**src/rtl/itv_tap_pkg.sv**
```systemverilog
package itv_tap_pkg;

  // Counter bit index where tap 0 of a given register sits.
  function automatic int unsigned tap_base(input int unsigned reg_idx,
                                           input int unsigned base_first,
                                           input int unsigned base_rest);
    return (reg_idx == 0) ? base_first : base_rest;
  endfunction

  // Any enabled rising tap in a nibble-sized group.
  function automatic logic any_enabled(input logic [3:0] rise,
                                       input logic [3:0] enable);
    return |(rise & enable);
  endfunction

endpackage

```
**src/rtl/itv_tap_edge.sv**
```systemverilog
module itv_tap_edge
  import itv_tap_pkg::*;
#(
  parameter int unsigned CNT_W   = 16,
  parameter int unsigned NUM_REG = 3,
  parameter int unsigned TAP_N   = 4,
  parameter int unsigned BASE_A  = 6,
  parameter int unsigned BASE_B  = 10
) (
  input  logic                       clk,
  input  logic                       rst_n,
  input  logic [CNT_W-1:0]           cnt_i,
  output logic [NUM_REG*TAP_N-1:0]   rise_o
);

  logic [CNT_W-1:0] prev_q;
  logic             primed_q;
  logic [CNT_W-1:0] rise_all;
  logic             unused_rise;

  always_ff @(posedge clk or negedge rst_n) begin
    if (!rst_n) begin
      prev_q   <= '0;
      primed_q <= 1'b0;
    end else begin
      prev_q   <= cnt_i;
      primed_q <= 1'b1;
    end
  end

  // No history exists before the first edge after reset: suppress edges.
  assign rise_all    = primed_q ? (cnt_i & ~prev_q) : '0;
  assign unused_rise = ^rise_all;

  for (genvar r = 0; r < NUM_REG; r++) begin : g_reg
    for (genvar t = 0; t < TAP_N; t++) begin : g_tap
      localparam int unsigned BIT = tap_base(r, BASE_A, BASE_B) + t;
      assign rise_o[r*TAP_N + t] = rise_all[BIT];
    end
  end

endmodule

```
**src/rtl/itv_cfg_regs.sv**
```systemverilog
module itv_cfg_regs #(
  parameter int unsigned NUM_REG = 3,
  parameter int unsigned CTRL_W  = 8,
  parameter int unsigned SEL_W   = 2
) (
  input  logic                        clk,
  input  logic                        rst_n,
  input  logic                        cfg_we,
  input  logic [SEL_W-1:0]            cfg_sel,
  input  logic [CTRL_W-1:0]           cfg_wdata,
  output logic [NUM_REG*CTRL_W-1:0]   ctrl_o
);

  for (genvar r = 0; r < NUM_REG; r++) begin : g_reg
    logic [CTRL_W-1:0] val_q;
    always_ff @(posedge clk or negedge rst_n) begin
      if (!rst_n) begin
        val_q <= '0;
      end else if (cfg_we && (cfg_sel == SEL_W'(r))) begin
        val_q <= cfg_wdata;
      end
    end
    assign ctrl_o[r*CTRL_W +: CTRL_W] = val_q;
  end

endmodule

```
**src/rtl/itv_chan.sv**
```systemverilog
module itv_chan
  import itv_tap_pkg::*;
#(
  parameter int unsigned TAP_N = 4
) (
  input  logic                 clk,
  input  logic                 rst_n,
  input  logic [2*TAP_N-1:0]   ctrl_i,
  input  logic [TAP_N-1:0]     rise_i,
  input  logic                 clr_i,
  output logic                 adc_start_o,
  output logic                 flag_o,
  output logic                 hit_adc_o,
  output logic                 hit_irq_o
);

  logic adc_q;
  logic flag_q;

  if (TAP_N == 4) begin : g_nib
    assign hit_adc_o = any_enabled(rise_i, ctrl_i[2*TAP_N-1:TAP_N]);
    assign hit_irq_o = any_enabled(rise_i, ctrl_i[TAP_N-1:0]);
  end else begin : g_gen
    assign hit_adc_o = |(rise_i & ctrl_i[2*TAP_N-1:TAP_N]);
    assign hit_irq_o = |(rise_i & ctrl_i[TAP_N-1:0]);
  end

  always_ff @(posedge clk or negedge rst_n) begin
    if (!rst_n) begin
      adc_q  <= 1'b0;
      flag_q <= 1'b0;
    end else begin
      adc_q  <= hit_adc_o;
      // A fresh event outranks a clear in the same cycle.
      flag_q <= hit_irq_o | (flag_q & ~clr_i);
    end
  end

  assign adc_start_o = adc_q;
  assign flag_o      = flag_q;

endmodule

```
**src/rtl/itv_tap_trigger.sv**
```systemverilog
module itv_tap_trigger #(
  parameter int unsigned CNT_W   = 16,
  parameter int unsigned NUM_REG = 3,
  parameter int unsigned TAP_N   = 4,
  parameter int unsigned BASE_A  = 6,
  parameter int unsigned BASE_B  = 10,
  localparam int unsigned CTRL_W = 2 * TAP_N,
  localparam int unsigned SEL_W  = (NUM_REG > 1) ? $clog2(NUM_REG + 1) : 1
) (
  input  logic                 clk,
  input  logic                 rst_n,
  input  logic [CNT_W-1:0]     cnt_i,
  input  logic                 cfg_we,
  input  logic [SEL_W-1:0]     cfg_sel,
  input  logic [CTRL_W-1:0]    cfg_wdata,
  input  logic                 flg_we,
  input  logic [NUM_REG-1:0]   flg_wdata,
  output logic [NUM_REG-1:0]   adc_start_o,
  output logic [NUM_REG-1:0]   irq_flag_o,
  output logic                 irq_o
);

  logic [NUM_REG*TAP_N-1:0]  rise_w;
  logic [NUM_REG*CTRL_W-1:0] ctrl_w;
  logic [NUM_REG-1:0]        clr_w;
  logic [NUM_REG-1:0]        hit_adc_w;
  logic [NUM_REG-1:0]        hit_irq_w;

  itv_tap_edge #(
    .CNT_W(CNT_W), .NUM_REG(NUM_REG), .TAP_N(TAP_N),
    .BASE_A(BASE_A), .BASE_B(BASE_B)
  ) u_edge (
    .clk(clk), .rst_n(rst_n), .cnt_i(cnt_i), .rise_o(rise_w)
  );

  itv_cfg_regs #(
    .NUM_REG(NUM_REG), .CTRL_W(CTRL_W), .SEL_W(SEL_W)
  ) u_regs (
    .clk(clk), .rst_n(rst_n), .cfg_we(cfg_we), .cfg_sel(cfg_sel),
    .cfg_wdata(cfg_wdata), .ctrl_o(ctrl_w)
  );

  assign clr_w = {NUM_REG{flg_we}} & ~flg_wdata;

  for (genvar r = 0; r < NUM_REG; r++) begin : g_chan
    itv_chan #(.TAP_N(TAP_N)) u_chan (
      .clk(clk),
      .rst_n(rst_n),
      .ctrl_i(ctrl_w[r*CTRL_W +: CTRL_W]),
      .rise_i(rise_w[r*TAP_N +: TAP_N]),
      .clr_i(clr_w[r]),
      .adc_start_o(adc_start_o[r]),
      .flag_o(irq_flag_o[r]),
      .hit_adc_o(hit_adc_w[r]),
      .hit_irq_o(hit_irq_w[r])
    );
  end

  assign irq_o = |irq_flag_o;

endmodule

```
**config.mk**
```make
export PLATFORM = sky130hd
export DESIGN_NAME = itv_tap_trigger
export DESIGN_NICKNAME = d
export VERILOG_FILES = /design/src/rtl/itv_tap_pkg.sv /design/src/rtl/itv_tap_edge.sv /design/src/rtl/itv_cfg_regs.sv /design/src/rtl/itv_chan.sv /design/src/rtl/itv_tap_trigger.sv
export SDC_FILE = /design/constraint.sdc
export NUM_CORES = 1
export LEC_CHECK = 0
export BUFFER_PORTS_ARGS = -buffer_cell sky130_fd_sc_hd__buf_2
export CAP_MARGIN = 20
export CELL_PAD_IN_SITES_DETAIL_PLACEMENT = 0
export CELL_PAD_IN_SITES_GLOBAL_PLACEMENT = 1
export CORE_MARGIN = 2
export CORE_UTILIZATION = 32
export DETAILED_ROUTE_END_ITERATION = 10
export GPL_TIMING_DRIVEN = 0
export PLACE_DENSITY = 0.75
export SYNTH_ARGS = -nofsm -noshare
export SYNTH_HDL_FRONTEND = slang
export SYNTH_SLANG_ARGS = --single-unit
```
**constraint.sdc**
```tcl
create_clock -name clk -period 1.15 [get_ports clk]
set_input_delay 0.1725 -clock clk [delete_from_list [all_inputs] [get_ports clk]]
set_output_delay 0.1725 -clock clk [all_outputs]
set_load 0.01 [all_outputs]
```
Word-level counts from Yosys, hierarchy flattened
Index checks and enable logic that the tools add are counted.
{"block": "classes", "n_eq_ne": 2, "mux": 1, "n_bitwise": 19, "reduce_logical": 11}
{"op": "AND 4 bit", "n": 6}
{"op": "OR reduction 4 bit", "n": 6}
{"op": "AND 14 bit", "n": 1}
{"op": "2-to-1 mux 14 bit", "n": 1}
{"op": "inverter 14 bit", "n": 1}
{"op": "AND 1 bit", "n": 3}
{"op": "AND 3 bit", "n": 1}
{"op": "logical AND 1 bit", "n": 3}
{"op": "inverter 1 bit", "n": 3}
{"op": "inverter 3 bit", "n": 1}
{"op": "bitwise OR 1 bit", "n": 3}
{"op": "OR reduction 3 bit", "n": 1}
{"op": "== test 2 x 1 -> 1 bit (second input constant)", "n": 1}
{"op": "== test 2 bit (second input constant)", "n": 1}
{"op": "zero test 2 bit", "n": 1}
{"block": "word_totals", "register_bits": 45, "inputBits": 33, "output_inout_bits": 7, "elab_cells": 44}

Longest topological paths before layout
Gate-level depths: netlist of the first run.
{"block": "depth", "ltp_word": 6, "ltp_mapped": 4, "mapped_depth_nobuf": 3}

Hierarchy
Synthesis of the first run repeated with hierarchy kept, for this count alone.
{"block": "unflattened", "cells_unflattened": 107, "hier_area_um2": 1592.8}
{"mod": "itv_cfg_regs", "instances": 1, "cells_per_inst": 51, "area_per_inst_um2": 912.1, "seq_area_each_um2": 600.6}
{"mod": "itv_tap_edge", "instances": 1, "cells_per_inst": 22, "area_per_inst_um2": 329.1, "seq_area_each_um2": 225.2}
{"mod": "itv_chan", "instances": 3, "cells_per_inst": 10, "area_per_inst_um2": 108.9, "seq_area_each_um2": 50.0}
{"mod": "itv_tap_trigger", "instances": 1, "cells_per_inst": 4, "area_per_inst_um2": 25.0, "seq_area_each_um2": 0.0}

Worst setup path before layout of the first run
Ideal clock, no wire load.
{"block": "synth_timing", "kind": "reg2reg", "startpoint": "reg u_edge.primed_q", "endpoint": "reg g_chan[2].u_chan.flag_q", "setup_ns": 0.129, "t_arrival_ns": 0.958, "required_time_ns": 1.021, "setup_slack_ns": 0.064, "stages_incl_launch_ff": 5, "n_path_buf": 1, "period_less_slack_ns": 1.086, "cell_sequence": "dfrtp_1 > buf_2 > and3b_1 > a22oi_1 > nand3_1"}
{"block": "synth_via", "elab_chain_cells": 4}
{"element": "start: declaration", "line_no": "itv_tap_edge.sv:17", "rtl": "logic primed_q;"}
{"element": "start signal: assignment", "line_no": "itv_tap_edge.sv:24", "rtl": "primed_q <= 1'b0;"}
{"element": "start signal: assignment", "line_no": "itv_tap_edge.sv:27", "rtl": "primed_q <= 1'b1;"}
{"element": "2-to-1 mux 14 bit", "line_no": "itv_tap_edge.sv:32", "rtl": "assign rise_all = primed_q ? (cnt_i & ~prev_q) : '0;"}
{"element": "AND 4 bit", "line_no": "itv_tap_pkg.sv:13", "rtl": "return |(rise & enable);"}
{"element": "OR reduction 4 bit", "line_no": "itv_tap_pkg.sv:13"}
{"element": "bitwise OR 1 bit", "line_no": "itv_chan.sv:35", "rtl": "flag_q <= hit_irq_o | (flag_q & ~clr_i);"}
{"element": "end signal: assignment", "line_no": "itv_chan.sv:35"}
{"element": "end: declaration", "line_no": "itv_chan.sv:18", "rtl": "logic flag_q;"}
Every way passes these cells.
A chain may end at the register's enable or synchronous reset.

Worst setup path in the final report of the first run
{"block": "layout_timing", "startpoint": "reg g_chan[2].u_chan.flag_q", "endpoint": "out irq_o"}
{"block": "layout_via", "elab_chain_cells": 1}
{"element": "OR reduction 3 bit", "line_no": "itv_tap_trigger.sv:59", "rtl": "assign irq_o = |irq_flag_o;"}
{"element": "end: declaration", "line_no": "itv_tap_trigger.sv:20", "rtl": "output logic irq_o"}
Every way passes these cells.

==> results of run 1 <==
-- timing repair --
item,CTS,global route
buffers inserted,4,1
endpoints found under the setup margin,6,9
hold buffers,3,1
hold endpoints to repair,3,1
pin swaps,6,5
gates resized for setup,10,12
-- power by group --
group          leakage (nW)  internal, mW  total [mW]  switching [mW]
clock network        0.0612         0.702        1.17           0.466
logic                 0.441         0.406       0.646           0.240
registers             0.463          1.59        1.72           0.129
-- cell type report --
class / instances / area [µm²]
repair buffers: 40 / 263
clock inverters: 2 / 35.0
well taps: 67 / 83.8
multi-input cells: 62 / 601
fillers: 474 / 2650
clock buffers: 6 / 82.6
plain buffers: 7 / 63.8
flip-flops and latches: 39 / 976
-- stage by stage --
stage | area (µm²) | total power, mW | setup TNS (ps)
2_1_floorplan | 1580 | 2.02 | 0
3_3_place_gp | 1820 | 2.20 | -1140
3_5_place_dp | 1820 | 2.24 | -1490
4_1_cts | 2030 | 3.46 | -398
5_1_grt | 2100 | 3.70 | -630
6_report | 2100 | 3.53 | -390
-- layer usage --
metal | vias to the layer above | GRT usage (%)
met4 | 0 | 7.34
met3 | 7 | 3.79
met1 | 520 | 17.7
met5 | - | 0
li1 | 484 | -
met2 | 34 | 19.0
-- Yosys cell counts (all sizes together) --
library cell   n  area, µm²
dfrtp         39        976
mux2          24        270
a22oi          8       60.1
buf            7       50.0
and3b          6       52.6
nand4b         5       43.8
nand2          4       15.0
nand2b         3       18.8
nand3          3       15.0
nand3b         2       22.5
a21oi          1       5.00
and4b          1       10.0
conb           1       3.75
nand4          1       6.26
nor3b          1       18.8
o21ai          1       5.00
or3            1       6.26
-- how the worst max path moves through the flow --
stage | end | from | slack (ps) | cells past startpoint
6_report | irq_o | g_chan[2].u_chan.flag_o | -190 | 2
5_1_grt | irq_o | g_chan[2].u_chan.flag_o | -230 | 2
4_1_cts | irq_o | g_chan[2].u_chan.flag_o | -200 | 2
3_5_place_dp | u_regs.g_reg[0].val_q[2] | cfg_sel[1] | -140 | 3
3_3_place_gp | u_regs.g_reg[0].val_q[5] | cfg_sel[1] | -100 | 3
2_1_floorplan | g_chan[2].u_chan.flag_o | u_edge.primed_q | 60 | 4
-- registers in the layout, summed over array words and instances (netlist names) --
name	cells
u_regs.g.val_q	24
u_edge.prev_q	8
g_chan.u_chan.adc_start_o	3
g_chan.u_chan.flag_o	3
u_edge.primed_q	1
-- worst max-delay path, stage by stage (launching register included) --
cell     delay (ps)
dfrtp_1         380
or3_1           360
buf_2           140
-- cells by family (layout without fill, tap and decap cells) --
kind of cell | Yosys count | count (layout) | share of synthesized area, %
multiplexers | 24 | 24 | 17.1
other | 1 | 1 | 0.237
AND/OR/NAND/NOR | 27 | 27 | 13.2
buffers and inverters | 7 | 55 | 3.17
flip-flops | 39 | 39 | 61.8
AO/OA/AOI/OAI | 10 | 10 | 4.44
==> impl_results.md, run 1 <==
- Die Y-Extent: 74.2 µm
- Worst slew pin tran: 827 ps
- Final period util: 117%
- Critical Path AT: 1170 ps
- Chip Width: 74.2 µm
- Area Overhead vs Synth: 33.3%
- Core area: 4750 µm²
- Clk_lat worst skew: 290 ps
- RD Place Congestion: 0.713
- Drt pass-1 iters: 4
- Routed wire length per instance: 14.7 µm
- RSZ-0062 raised after global routing: yes
- GR Overflow Total: 0
- Power density cells: 1680 nW/µm²
- Final worst slack: -193 ps
- CTS tree: done
- Worst R2R Start: u_edge.primed_q
- Reg2reg end: g_chan[1].u_chan.flag_o
- Clk sink count: 39
- Placed cells: 206
- Met2 WL: 1540 µm
- Slew headroom: 44.9%
- Max cap viols: 0
- Residual DRC: 0
- Clock Path Buffers: 2
- Commonest non-fill, non-tap cell in the layout: dfrtp_1
- Synth Net Count: 141
- Yosys cell types: 18
- Setup CP Type: flip-flop to output pin
- Via count: 1045
- Critical Path End Type: output pin
- I/O Buffers: 31
- Total Wirelength: 3270 µm
- Synth warnings: 0
- H-Tree Level Count: 2
- Pin count of the biggest net entering global routing: 40
- All-Layer GR Usage: 13.1%
- R2r setup slk: 10 ps
- Post-Synthesis Cells: 108
- Register area share after synthesis: 61.8%
- Share of cells above drive strength 1: 57.7%
- Max Fclk: 745 MHz
- Most frequent cells in the layout: dfrtp_1 (39), buf_2 (28), mux2_2 (24)
- Hold Fails Final Rpt: 39
- Minimum clock period: 1340 ps
- Avg Synthesized Cell Area: 14.6 µm²
- Setup crit start kind: flip-flop
- Worst Hold Margin: -21.9 ps
- P_leak: 0.966 nW
- Post-DRT Antenna Nets: 0
- Setup Viol. Count Final: 3
- Die area: 5510 µm²
- Routed wl met3: 163 µm
- Initial core utilization: 33.2%
- Post-Route M1 WL: 1470 µm
- Failing checks: hold timing, setup timing
- N_diodes: 0
- First-pass GRT wire length: 5240 µm
- Num CTS Buffers: 5
- Clock skew: 3.77 ps
- Max FO, Critical Path: 2
- Data required, critical path: 980 ps
- Place WS: -138 ps
- Iteration-0 DRC count of the detailed router: 34
- Non-Filler Instances: 223
- # IOs: 40
- Via density: 4.69
- Worst-path clk slew: 70 ps
- Syn Std Cell Area: 1580 µm²
- Nets: 188
- Antenna violations before repair: 0
- Count of pins over their slew limit: 0
- Hold/Removal Path Class: input pin to asynchronous set/reset pin
- Row cnt: 25
- Finished Core Util: 44.3%
- Number of global-route vias before repair: 1057
- FF+latch count, synth: 39
- R2r worst-path depth: 4
- Status: complete, but fails checks
- Root Driver: clkbuf_8
- Maximum VDD drop: 0.504 mV
- Post-detail-place hpwl: 2340 µm
- Max Used Layer: met4
(Power assumes the default switching activity.)
==> run 2, diff against run 1 <==
Settings changed: BUFFER_PORTS_ARGS -buffer_cell sky130_fd_sc_hd__buf_2 to unset, DONT_BUFFER_PORTS set to 1, PLACE_DENSITY 0.75 to 0.53.
==> impl_results.md, run 2 (synthesis gave the netlist of run 1 again) <==
- Num CTS Buffers: 5
- H-Tree Level Count: 2
- Max cap viols: 0
- Setup crit start kind: flip-flop
- Largest register by flop count: u_regs.g.val_q
- GR Overflow Total: 0
- Top flop regs: u_regs.g.val_q: 24 flops, u_edge.prev_q: 8 flops
- Iteration-0 DRC count of the detailed router: 33
- Status: complete, but fails checks
- Buf/Inv on CP: 0
- Share of cells above drive strength 1: 44.1%
- Max reg flops: 24
- Slowest CP cell: or3_4
- Clock skew: 5.95 ps
- Post-detail-place hpwl: 2180 µm
- Clock Path Buffers: 2
- RSZ-0062 raised after global routing: yes
- CTS tree: done
- Antenna violations before repair: 0
- Crit path max-delay family: simple AND/OR/NAND/NOR gates
- Routed wire length per instance: 15.4 µm
- Place WS: -101 ps
- Critical Path End Type: output pin
- Data required, critical path: 980 ps
- Final period util: 111%
- RD Place Congestion: 0.679
- Via count: 931
- Max FO, Critical Path: 3
- Residual DRC: 0
- Core area: 4750 µm²
- Root Driver: clkbuf_8
- Hold/Removal Path Class: input pin to flip-flop
- Die area: 5510 µm²
- N_diodes: 0
- Setup CP Type: flip-flop to output pin
- Pin count of the biggest net entering global routing: 40
- Drt pass-1 iters: 4
- Most frequent cells in the layout: dfrtp_1 (39), mux2_2 (24), dlygate4sd3_1 (9)
- Post-route cell area: 1950 µm²
- Maximum VDD drop: 0.556 mV
- All-Layer GR Usage: 12.6%
- Initial core utilization: 33.2%
- # IOs: 40
- Clk sink count: 39
- # fillers: 464
- DP Area: 1660 µm²
- Die Y-Extent: 74.2 µm
- First-pass GRT wire length: 4930 µm
- Count of pins over their slew limit: 0
- Total Wirelength: 2990 µm
- Clk_lat worst skew: 290 ps
- Max Fclk: 787 MHz
- Failing checks: setup timing
- Setup Viol. Count Final: 1
- Via density: 4.80
- Post-DRT Antenna Nets: 0
- Area Overhead vs Synth: 23.7%
- I/O Buffers: 0
- Critical Path AT: 1100 ps
- Commonest non-fill, non-tap cell in the layout: dfrtp_1
- Crit path largest cell delay: 410 ps
- Chip Width: 74.2 µm
- Hold Fails Final Rpt: 0
- Power density cells: 1700 nW/µm²
- Final worst slack: -121 ps
- Worst-path clk slew: 70 ps
- P_leak: 0.841 nW
- Row cnt: 25
- Nets: 159
- Crit path cell chain: or3_4
- Minimum clock period: 1270 ps
- Number of global-route vias before repair: 977
- Pwr Total: 3.32 mW
==> run 2: cell types whose count changed in the layout (fill, tap and decap cells not counted) <==
cell	previous run	this run
buf_2	28	0
buf_4	6	7
buf_12	0	1
dlygate4sd3_1	4	9
or3_1	1	0
a21oi_2	1	0
a21oi_1	0	1
buf_6	9	1
or3_4	0	1
==> run 2: final timing paths <==
path                                     startpoint                      endpoint  slack (ps)  depth (start not counted)
max                         g_chan[0].u_chan.flag_o                         irq_o        -120                          1
min                                    cfg_wdata[0]      u_regs.g_reg[2].val_q[0]          20                          1
max reg2reg                         u_edge.primed_q       g_chan[2].u_chan.flag_o          10                          4
min reg2reg                u_regs.g_reg[1].val_q[0]       g_chan[1].u_chan.flag_o         480                          2
max in group asynchronous                     rst_n  g_chan[0].u_chan.adc_start_o         630                          2
min in group asynchronous                     rst_n             u_edge.prev_q[11]         330                          2
==> run 2: metrics by stage <==
| stage | utilization [%] | TNS, ps | cells | hold slack, ps |
|---|---|---|---|---|
| floorplan | - | 0 | 108 | -123 |
| global placement | 35.0 | -409 | 175 | -122 |
| detailed placement | 35.0 | -341 | 175 | -122 |
| finish | 41.1 | -121 | 194 | 24.1 |
| global route | 41.1 | -308 | 194 | 5.41 |
| CTS | 40.8 | -136 | 193 | 13.3 |
==> run 2: what timing repair did <==
item / CTS / global route
buffers inserted: 0 / 1
pin swaps: 6 / 4
gates resized for setup: 13 / 1
gates cloned: 0 / 0
hold buffers: 10 / 0
hold endpoints to repair: 47 / 0
endpoints found under the setup margin: 6 / 5
==> run 2: power by group <==
group | switching, mW | internal (mW) | leakage, nW
clock | 0.450 | 0.701 | 0.0612
combinational | 0.170 | 0.280 | 0.317
sequential | 0.129 | 1.59 | 0.463
==> run 2: layout make-up <==
class,count,area (µm²),area share (%)
Clock buffer,6,82.6,4.23
Buffer,7,56.3,2.88
Multi-Input combinational cell,62,602,30.8
Sequential cell,39,976,50.0
Timing Repair Buffer,11,118,6.02
Clock inverter,2,35.0,1.79
Tap cell,67,83.8,4.29
==> run 2: layer usage <==
metal / share of wire, % / vias to the layer above / global-route usage, %
met5: 0 / - / 0
met4: 1.7 / 0 / 5.95
met3: 7.7 / 6 / 5.56
met2: 47 / 27 / 18.8
met1: 43 / 469 / 15.7
li1: - / 429 / -
==> run 3, diff against run 2 <==
Settings changed: SYNTH_HIERARCHICAL set to 1.
==> impl_results.md, run 3 <==
- Status: complete, but fails checks
- Failing checks: setup timing
- Finished Core Util: 39.9%
- Crit path depth: 1
- Final worst slack: -148 ps
- Power density cells: 1600 nW/µm²
- RSZ-0062 raised after global routing: yes
- Max cap viols: 0
- Iteration-0 DRC count of the detailed router: 75
- GR Overflow Total: 0
- Residual DRC: 0
- Data required, critical path: 980 ps
- Number of global-route vias before repair: 991
- Area Overhead vs Synth: 20.0%
- I/O Buffers: 0
- Hold Fails Final Rpt: 0
- Max Fclk: 770 MHz
- Largest register by flop count: u_regs/g.val_q
- Worst R2R Start: u_edge/primed_q
- Post-Synthesis Cells: 104
- P_leak: 0.813 nW
- Setup Viol. Count Final: 3
- WHS Path Cells: 1
- RD Place Congestion: 0.697
- Die area: 5520 µm²
- H-Tree Level Count: 2
- CTS tree: done
- Final period util: 113%
- Core area: 4750 µm²
- Via density: 4.76
- Clock power share: 30.2%
- Root Driver: clkbuf_8
- Place WS: -143 ps
- Worst-path clk slew: 70 ps
- Row cnt: 25
- Routed wire length per instance: 16.4 µm
- Hold endpoint: u_regs/g_reg[1].val_q[4]
- Internal power: 2.29 mW
- Clk_lat worst skew: 280 ps
- Max FO, Critical Path: 3
- Sw frac: 24.5%
- Top flop regs: u_regs/g.val_q: 24 flops, u_edge/prev_q: 8 flops
- Sw power: 745 µW
- Setup Fix Bufs, Post-CTS: 0
- Critical Path AT: 1130 ps
- Synth warnings: 6
- Via count: 891
- Placed cells: 171
- Clock skew: 4.15 ps
- Most frequent cells in the layout: dfrtp_1 (38), mux2_2 (24), a22oi_2 (10)
- Drt pass-1 iters: 2
- Crit path largest cell delay: 430 ps
- Nets: 153
- Clock Path Buffers: 2
- Maximum VDD drop: 0.561 mV
- Comb pwr share: 12.0%
- Total Wirelength: 3070 µm
- Antenna violations before repair: 0
- Initial core utilization: 33.3%
- Post-detail-place hpwl: 2280 µm
- Minimum clock period: 1300 ps
- Worst Hold Margin: 31.9 ps
- Hold_sp: cfg_wdata[4]
- Syn Std Cell Area: 1580 µm²
- Chip Width: 74.3 µm
- All-Layer GR Usage: 12.6%
- Die Y-Extent: 74.3 µm
- Avg Synthesized Cell Area: 15.2 µm²
- Non-Filler Instances: 187
- # IOs: 40
- Commonest non-fill, non-tap cell in the layout: dfrtp_1
- Setup CP Type: flip-flop to output pin
- Critical Path End Type: output pin
- Post-DRT Antenna Nets: 0
- Setup TNS: -237 ps
- Pin count of the biggest net entering global routing: 40
- Max reg flops: 24
- Synth Net Count: 137
- N_diodes: 0
- Share of cells above drive strength 1: 45.0%
- Clk sink count: 39
- Setup crit start kind: flip-flop
- Slowest CP cell: dfrtp_1
- Share of power burned in registers: 57.8%
- Crit path max-delay family: flip-flops
- Hold/Removal Path Class: input pin to flip-flop
- Num CTS Buffers: 5
- Reg2reg end: g_chan[2].u_chan/flag_o
- R2r setup slk: -70 ps
- Count of pins over their slew limit: 0
- Buf/Inv on CP: 0
- First-pass GRT wire length: 4900 µm
- R2r worst-path depth: 4
- Crit path cell chain: or3_4
==> run 3: routing by layer <==
metal | global-route usage (%) | vias up | routed length [µm]
met1 | 16.5 | 450 | 1360
met2 | 18.0 | 29 | 1390
met5 | 0 | - | 0
li1 | - | 404 | -
met3 | 5.15 | 8 | 262
met4 | 6.55 | 0 | 57
==> run 3: area by class of cell <==
cell class	instances	area, µm²
repair buffers	10	110
multi-input cells	61	606
well taps	67	83.8
clock buffers	6	82.6
plain buffers	3	33.8
flip-flops and latches	39	977
clock inverters	1	5.00
fillers	471	2860
==> run 3: worst reg2reg max path, stage by stage, from the launching register on <==
cell     delay (ps)
dfrtp_2         460
and3b_2         280
buf_6           130
a22oi_2         150
nand3_1          90
==> run 3: worst max path at each step <==
stage / start / end / slack (ps)
2_1_floorplan: u_edge/primed_q / g_chan[2].u_chan/flag_o / 50
6_report: g_chan[1].u_chan/flag_o / irq_o / -150
3_3_place_gp: u_edge/primed_q / g_chan[2].u_chan/flag_o / -150
5_1_grt: g_chan[1].u_chan/flag_o / irq_o / -190
3_5_place_dp: u_edge/primed_q / g_chan[2].u_chan/flag_o / -140
4_1_cts: g_chan[1].u_chan/flag_o / irq_o / -160
==> run 3: power by group through the flow <==
stage                     Sequential [mW]  Combinational [mW]  Clock (mW)
after CTS                            1.75               0.368       0.955
after global placement               1.76               0.288           0
after floorplan                      1.73               0.260           0
after detailed placement             1.77               0.297           0
after global routing                 1.78               0.404        1.01
final                                1.76               0.364       0.918
==> run 3: timing repair <==
item / CTS / global route
resized for setup: 10 / 3
hold endpoints to repair: 47 / 0
setup endpoints to repair: 5 / 6
hold buffers: 10 / 0
pin swaps: 8 / 5
==> run 3: stage by stage <==
| step | cell area [µm²] | power [mW] |
|---|---|---|
| floorplan | 1580 | 1.99 |
| global placement | 1670 | 2.05 |
| detailed placement | 1670 | 2.07 |
| CTS | 1880 | 3.07 |
| global route | 1900 | 3.19 |
| finish | 1900 | 3.04 |
